--- config.mk ---
export PLATFORM = sky130hd
export DESIGN_NAME = repack_16to24
export DESIGN_NICKNAME = d
export VERILOG_FILES = /design/src/rtl/repack_pkg.sv /design/src/rtl/repack_phase.sv /design/src/rtl/repack_hold.sv /design/src/rtl/repack_outreg.sv /design/src/rtl/repack_16to24.sv
export SDC_FILE = /design/constraint.sdc
export NUM_CORES = 1
export LEC_CHECK = 0
export BUFFER_PORTS_ARGS = -buffer_cell sky130_fd_sc_hd__clkbuf_2
export CAP_MARGIN = 15
export CORE_MARGIN = 10
export CORE_UTILIZATION = 35
export CTS_CLUSTER_SIZE = 14
export DETAILED_ROUTE_END_ITERATION = 10
export PLACE_DENSITY_LB_ADDON = 0.05
export SETUP_SLACK_MARGIN = 0.1
export SLEW_MARGIN = 20
export SYNTH_ARGS = -nofsm -noshare
export SYNTH_HDL_FRONTEND = slang
export SYNTH_SLANG_ARGS = --single-unit
--- constraint.sdc ---
create_clock -name clk_i -period 2.4 [get_ports clk_i]
set_input_delay 0.72 -clock clk_i [delete_from_list [all_inputs] [get_ports clk_i]]
set_output_delay 0.72 -clock clk_i [all_outputs]
set_load 0.02 [all_outputs]
--- src/rtl/repack_pkg.sv ---
package repack_pkg;
  typedef enum logic [1:0] {
    PH_A = 2'd0,
    PH_B = 2'd1,
    PH_C = 2'd2
  } phase_e;
endpackage

--- src/rtl/repack_phase.sv ---
module repack_phase
  import repack_pkg::*;
(
  input  logic   clk_i,
  input  logic   rst_ni,
  input  logic   clear_i,
  input  logic   acc_i,
  input  logic   last_i,
  output phase_e phase_o,
  output logic   err_o
);
  phase_e phase_q, phase_d;
  logic   err_d;

  always_comb begin
    phase_d = phase_q;
    if (clear_i) begin
      phase_d = PH_A;
    end else if (acc_i) begin
      if (last_i) begin
        phase_d = PH_A;
      end else begin
        unique case (phase_q)
          PH_A:    phase_d = PH_B;
          PH_B:    phase_d = PH_C;
          default: phase_d = PH_A;
        endcase
      end
    end
  end

  // mid-group clear, or early end of stream
  assign err_d = (clear_i && phase_q != PH_A) ||
                 (!clear_i && acc_i && last_i && phase_q != PH_C);

  always_ff @(posedge clk_i or negedge rst_ni) begin
    if (!rst_ni) begin
      phase_q <= PH_A;
      err_o   <= 1'b0;
    end else begin
      phase_q <= phase_d;
      err_o   <= err_d;
    end
  end

  assign phase_o = phase_q;

  p_wrap_r5: assert property (@(posedge clk_i) disable iff (!rst_ni)
    (acc_i && !clear_i && phase_q == PH_C) |=> phase_q == PH_A);

  p_clear_phase_r8: assert property (@(posedge clk_i) disable iff (!rst_ni)
    clear_i |=> phase_q == PH_A);

  p_err_mid_clear_r9: assert property (@(posedge clk_i) disable iff (!rst_ni)
    (clear_i && phase_q != PH_A) |=> err_o);

  p_no_err_edge_clear_r11: assert property (@(posedge clk_i) disable iff (!rst_ni)
    (clear_i && phase_q == PH_A) |=> !err_o);

  p_early_last_r10: assert property (@(posedge clk_i) disable iff (!rst_ni)
    (acc_i && last_i && !clear_i && phase_q != PH_C) |=> (err_o && phase_q == PH_A));
endmodule

--- src/rtl/repack_hold.sv ---
module repack_hold
  import repack_pkg::*;
#(
  parameter int unsigned BYTE_W = 8,
  localparam int unsigned IN_W   = 2 * BYTE_W,
  localparam int unsigned WORD_W = 3 * BYTE_W
) (
  input  logic              clk_i,
  input  logic              rst_ni,
  input  logic              clear_i,
  input  logic              acc_i,
  input  phase_e            phase_i,
  input  logic [IN_W-1:0]   data_i,
  output logic              load_o,
  output logic [WORD_W-1:0] word_o
);
  logic [BYTE_W-1:0] hi_b, lo_b;
  logic [BYTE_W-1:0] m0_q, l0_q, l1_q;

  assign hi_b = data_i[IN_W-1:BYTE_W];
  assign lo_b = data_i[BYTE_W-1:0];

  always_ff @(posedge clk_i or negedge rst_ni) begin
    if (!rst_ni) begin
      m0_q <= '0;
      l0_q <= '0;
      l1_q <= '0;
    end else if (clear_i) begin
      m0_q <= '0;
      l0_q <= '0;
      l1_q <= '0;
    end else if (acc_i) begin
      if (phase_i == PH_A) begin
        m0_q <= hi_b;
        l0_q <= lo_b;
      end
      if (phase_i == PH_B) begin
        l1_q <= hi_b;
      end
    end
  end

  assign load_o = acc_i && !clear_i && (phase_i != PH_A);
  // phase B: {H0,M0,L0}; phase C: {H1,M1,L1}
  assign word_o = (phase_i == PH_B) ? {lo_b, m0_q, l0_q} : {hi_b, lo_b, l1_q};

  p_hold_stable_r2: assert property (@(posedge clk_i) disable iff (!rst_ni)
    (!clear_i && !(acc_i && phase_i == PH_A)) |=> ($stable(m0_q) && $stable(l0_q)));
endmodule

--- src/rtl/repack_outreg.sv ---
module repack_outreg #(
  parameter int unsigned WORD_W = 24,
  parameter int unsigned OUT_W  = 32,
  localparam int unsigned FILL_W = OUT_W - WORD_W
) (
  input  logic              clk_i,
  input  logic              rst_ni,
  input  logic              clear_i,
  input  logic              load_i,
  input  logic [WORD_W-1:0] word_i,
  input  logic              ready_i,
  output logic              valid_o,
  output logic [OUT_W-1:0]  data_o
);
  logic [WORD_W-1:0] word_q;

  always_ff @(posedge clk_i or negedge rst_ni) begin
    if (!rst_ni) begin
      valid_o <= 1'b0;
      word_q  <= '0;
    end else if (clear_i) begin
      valid_o <= 1'b0;
    end else if (load_i) begin
      valid_o <= 1'b1;
      word_q  <= word_i;
    end else if (ready_i) begin
      valid_o <= 1'b0;
    end
  end

  generate
    if (FILL_W > 0) begin : g_fill
      assign data_o = {{FILL_W{1'b0}}, word_q};

      p_zero_fill_r6: assert property (@(posedge clk_i) disable iff (!rst_ni)
        valid_o |-> (data_o[OUT_W-1:WORD_W] == '0));
    end else begin : g_exact
      assign data_o = word_q;
    end
  endgenerate

  p_stall_hold_r7: assert property (@(posedge clk_i) disable iff (!rst_ni)
    (valid_o && !ready_i && !clear_i) |=> (valid_o && $stable(data_o)));

  p_clear_empty_r8: assert property (@(posedge clk_i) disable iff (!rst_ni)
    clear_i |=> !valid_o);
endmodule

--- src/rtl/repack_16to24.sv ---
module repack_16to24
  import repack_pkg::*;
#(
  parameter int unsigned BYTE_W = 8,
  parameter int unsigned OUT_W  = 32,
  localparam int unsigned IN_W   = 2 * BYTE_W,
  localparam int unsigned WORD_W = 3 * BYTE_W
) (
  input  logic             clk_i,
  input  logic             rst_ni,
  input  logic             clear_i,
  input  logic             in_valid_i,
  input  logic [IN_W-1:0]  in_data_i,
  input  logic             in_last_i,
  output logic             in_ready_o,
  output logic             out_valid_o,
  output logic [OUT_W-1:0] out_data_o,
  input  logic             out_ready_i,
  output logic             err_o
);
  phase_e            phase;
  logic              acc;
  logic              load;
  logic [WORD_W-1:0] word;

  assign in_ready_o = !clear_i && !(out_valid_o && !out_ready_i);
  assign acc        = in_valid_i && in_ready_o;

  repack_phase i_phase (
    .clk_i   (clk_i),
    .rst_ni  (rst_ni),
    .clear_i (clear_i),
    .acc_i   (acc),
    .last_i  (in_last_i),
    .phase_o (phase),
    .err_o   (err_o)
  );

  repack_hold #(.BYTE_W(BYTE_W)) i_hold (
    .clk_i   (clk_i),
    .rst_ni  (rst_ni),
    .clear_i (clear_i),
    .acc_i   (acc),
    .phase_i (phase),
    .data_i  (in_data_i),
    .load_o  (load),
    .word_o  (word)
  );

  repack_outreg #(.WORD_W(WORD_W), .OUT_W(OUT_W)) i_out (
    .clk_i   (clk_i),
    .rst_ni  (rst_ni),
    .clear_i (clear_i),
    .load_i  (load),
    .word_i  (word),
    .ready_i (out_ready_i),
    .valid_o (out_valid_o),
    .data_o  (out_data_o)
  );

  p_stall_blocks_r7: assert property (@(posedge clk_i) disable iff (!rst_ni)
    (out_valid_o && !out_ready_i) |-> !in_ready_o);

  p_out_source_r5: assert property (@(posedge clk_i) disable iff (!rst_ni)
    $rose(out_valid_o) |-> $past(acc && !clear_i && phase != PH_A));
endmodule

==> reports/qor_table.md <==
| Metric | Value | Unit |
|:---|:---|:---|
| Initial core utilization | 35.91 | % |
| Netlist cell types | 28 | - |
| Critical path class | input port to primary output | - |
| Total wire length | 6.143 | mm |
| Antenna violations before repair | 0 | - |
| Synth Cell Area | 2426 | sq um |
| Tightest Pin Transition | 575.7 | ps |
| Flip-flop and latch count after synthesis | 52 | - |
| Top cell by count, worst path | sky130_fd_sc_hd__clkbuf_2 | - |
| CTS tree | yes | - |
| Post-route total power | 2.285 | mW |
| Number of violations reported at the end of detailed-routing iteration 0 | 42 | - |
| Cell breakdown of the critical path | clkbuf_2 > nor2b_1 > nor2_1 > clkbuf_2 | - |
| First-pass GRT wire length | 9.894 | mm |
| Buffers inserted during post-CTS setup optimization | 0 | - |
| Number of sinks on the clock net | 52 | - |
| Drc violations | 0 | - |
| Met3 Resource Use GR | 3.189 | % |
| Mean instance size in the synthesized netlist | 12.19 | sq um |
| Number of max-capacitance violations reported | 0 | - |
| Overall die area | 10660 | sq um |
| Diode count | 0 | - |
| Power density over the cells | 813.0 | nW/um^2 |
| Hold buffer count at cts | 0 | - |
| Critical-path top delay cell | sky130_fd_sc_hd__nor2b_1 | - |
| Status | completed | - |
| Overall Global Routing Usage | 12.00 | % |
| Fraction of the cycle the final worst path needs | 81.61 | % |
| CTS H-tree depth | 2 | - |
| Net count, final | 269 | - |
| Final clock skew | 13.49 | ps |
| Pre-CTS setup slack | 352.7 | ps |
| Max-slew headroom at the worst pin | 61.50 | % |
| Routed len/inst | 18.73 | um |
| Chip width | 103.3 | um |
| Critical path arrival | 1240 | ps |
| IO buf count | 48 | - |
| Gate family responsible for the most delay along the worst path | simple AND/OR/NAND/NOR gates | - |
| End-of-flow core utilization | 41.59 | % |
| Kind of end point of the critical path | primary output | - |
| Cell row count | 30 | - |
| Final critical-path required period | 1959 | ps |
| Met1 usage in global routing | 15.98 | % |
| Max FO, Critical Path | 4 | - |
| Maximum ir drop on the vdd rail | 419.1 | uV |
| Met2 Use GR | 18.53 | % |
| Number of enable flip-flop cells after synthesis | 0 | - |
| Placer congestion estimate | 0.8533 | - |
| Number of pins with negative max-slew slack in the final report | 0 | - |
| Synth Flop Type | sky130_fd_sc_hd__dfrtp_1 | - |
| Depth of the worst register-to-register path | 4 | - |
| Vias in the first global route | 1822 | - |
| Number of synthesis warnings | 0 | - |
| Share of async-settable or async-resettable flops after synthesis | 100.0 | % |
| RSZ-0062 raised after global routing | no | - |
| Seq/Total Area, Yosys | 53.64 | % |
| Max Clk Rate | 510.6 | MHz |
| Final HPWL from detailed placement | 4.417 | mm |
| Iteration count of the initial detailed-routing pass | 5 | - |
| Slowest Stage Delay on Critical Path | 210 | ps |
| Vias after detailed routing | 1722 | - |
| Final Hold Vio Count | 0 | - |
| Cells after synthesis | 199 | - |
| Capture point of the worst reg-to-reg path | i_out.word_q[23] | - |
| Share of final-layout standard cells stronger than drive strength 1 | 31.45 | % |
| Pin count of the biggest net entering global routing | 53 | - |
| Number of buffers created by CTS | 5 | - |
| Worst-case setup margin in the final layout | 441.4 | ps |
| Height of the chip | 103.3 | um |
| Standard cell core area | 6756 | sq um |
| Ratio of routed vias to standard cells | 5.250 | - |
| Reg-to-reg slack, setup | 760 | ps |
| Required time at the worst-slack endpoint | 1680 | ps |
| CP bufs+invs | 2 | - |
| Worst setup SP type | input port | - |
| Static leakage | 1.306 | nW |
| Beginning of the worst register-to-register path | i_phase.phase_o[0] | - |
| Clock Pin Slew Worst Setup and Hold Paths | 100 | ps |
| Post-CTS Resized | 0 | - |
| Most congested layer reported by global routing | met2 | - |
| Number of buffers on the longest clock path | 2 | - |
| Total gr overflow | 0 | - |
| Post-route worst hold slack | 389.4 | ps |
| Number of fill cells | 658 | - |
| Area overhead of the layout relative to synthesis | 15.83 | % |
| CTS Root Buffer Type | sky130_fd_sc_hd__clkbuf_8 | - |
| Count of antenna-violating nets left after detailed routing | 0 | - |
| Type of the tightest min-delay check | input port to asynchronous set/reset pin | - |
| Finish-stage setup viols | 0 | - |
| Sum Neg Setup Slack | 0 | ps |
| Clock latency on the worst-skew pair | 310 | ps |
| I/O Pins | 57 | - |
[placed cells by master (no fill, tap or decap)]
cell                       netlist  layout
sky130_fd_sc_hd__inv_1           1       1
sky130_fd_sc_hd__mux2_2          7       7
sky130_fd_sc_hd__a31oi_1        19      19
sky130_fd_sc_hd__nand4b_1        1       1
sky130_fd_sc_hd__a21oi_1        22      22
sky130_fd_sc_hd__nor2b_1         8       7
sky130_fd_sc_hd__clkbuf_1        2       2
sky130_fd_sc_hd__nor2_1          2       2
sky130_fd_sc_hd__or2_1           1       1
sky130_fd_sc_hd__nand2b_1        2       2
sky130_fd_sc_hd__mux2i_1        19      19
sky130_fd_sc_hd__and3_1          2       2
sky130_fd_sc_hd__mux2_1          9       9
sky130_fd_sc_hd__and3_4          1       1
sky130_fd_sc_hd__or4_1           1       1
sky130_fd_sc_hd__and2b_1         1       1
sky130_fd_sc_hd__clkinv_4        0       1
sky130_fd_sc_hd__nor2b_2         0       1
sky130_fd_sc_hd__o21ai_0         2       2
sky130_fd_sc_hd__clkbuf_8        0       5
sky130_fd_sc_hd__dfrtp_1        52      52
sky130_fd_sc_hd__buf_12          0       1
sky130_fd_sc_hd__nor2b_4         1       1
sky130_fd_sc_hd__buf_4          12      10
sky130_fd_sc_hd__o21bai_1        1       1
sky130_fd_sc_hd__clkbuf_2        0      48
sky130_fd_sc_hd__conb_1          1       8
sky130_fd_sc_hd__a31oi_2         2       2
sky130_fd_sc_hd__a22o_1         17      17
sky130_fd_sc_hd__mux2_4          1       1
sky130_fd_sc_hd__a41oi_1         1       1
[worst max path at each step]
stage / slack [ps] / startpoint / cells after the start / to
final: 440 / out_ready_i / 4 / in_ready_o
after global routing: 390 / out_ready_i / 4 / in_ready_o
after CTS: 450 / out_ready_i / 4 / in_ready_o
after detailed placement: 350 / clear_i / 4 / i_out.word_q[21]
after global placement: 370 / out_ready_i / 4 / i_out.word_q[21]
after floorplan: 500 / clear_i / 2 / in_ready_o
[where the power goes]
part	total (mW)	internal (mW)	switching, mW
Sequential	1.13	1.04	0.0914
Clock	0.500	0.209	0.291
Combinational	0.657	0.245	0.411
Total	2.28	1.49	0.794
[state kept, by name (all words and copies together) (netlist names)]
name / cells
i_out.word_q: 24
i_hold.l0_q: 8
i_hold.l1_q: 8
i_hold.m0_q: 8
i_phase.phase_o: 2
i_out.valid_o: 1
i_phase.err_o: 1
[metrics by stage]
stage,cell area [sq um],std cells
after floorplan,2452,206
after global placement,2725,320
after detailed placement,2725,320
after CTS,2810,328
after global routing,2810,328
final,2810,328
[metal layers]
layer,routed length [um],vias up,share of wire (%)
met5,0,-,0
met4,72,0,1.2
met1,2966,850,48
li1,-,819,-
met3,345,6,5.6
met2,2760,47,45
[synth_stat cells, drive strengths merged (2+ instances only)]
library cell  instances  area, sq um
mux2                 17        195.2
buf                  23        157.7
a31oi                21        143.9
o21ai                 2        10.01
dfrtp                52         1301
a21oi                22        110.1
clkbuf                2        7.510
mux2i                19        190.2
a22o                 17        148.9
nor2                  2        7.510
nand2b                2        12.51
nor2b                 9        63.81
and3                  3        23.77
[logic make-up after synthesis]
family	Yosys count	synth area share, %
AOI/OAI and AO/OA	64	17.69
buffers and inverters	26	6.962
DFF	52	53.64
muxes	36	15.88
other	1	0.1546
and+or+nand+nor	20	5.673
[area by class of cell]
type / count / area, sq um / share of cell area [%]
clock buffers: 7 / 76.32 / 2.716
clock inverters: 1 / 8.758 / 0.3117
inverters: 1 / 3.754 / 0.1336
multi-input cells: 128 / 984.7 / 35.04
flip-flops and latches: 52 / 1301 / 46.30
well taps: 80 / 100.1 / 3.562
repair buffers: 59 / 335.3 / 11.93
(Power assumes the default switching activity.)
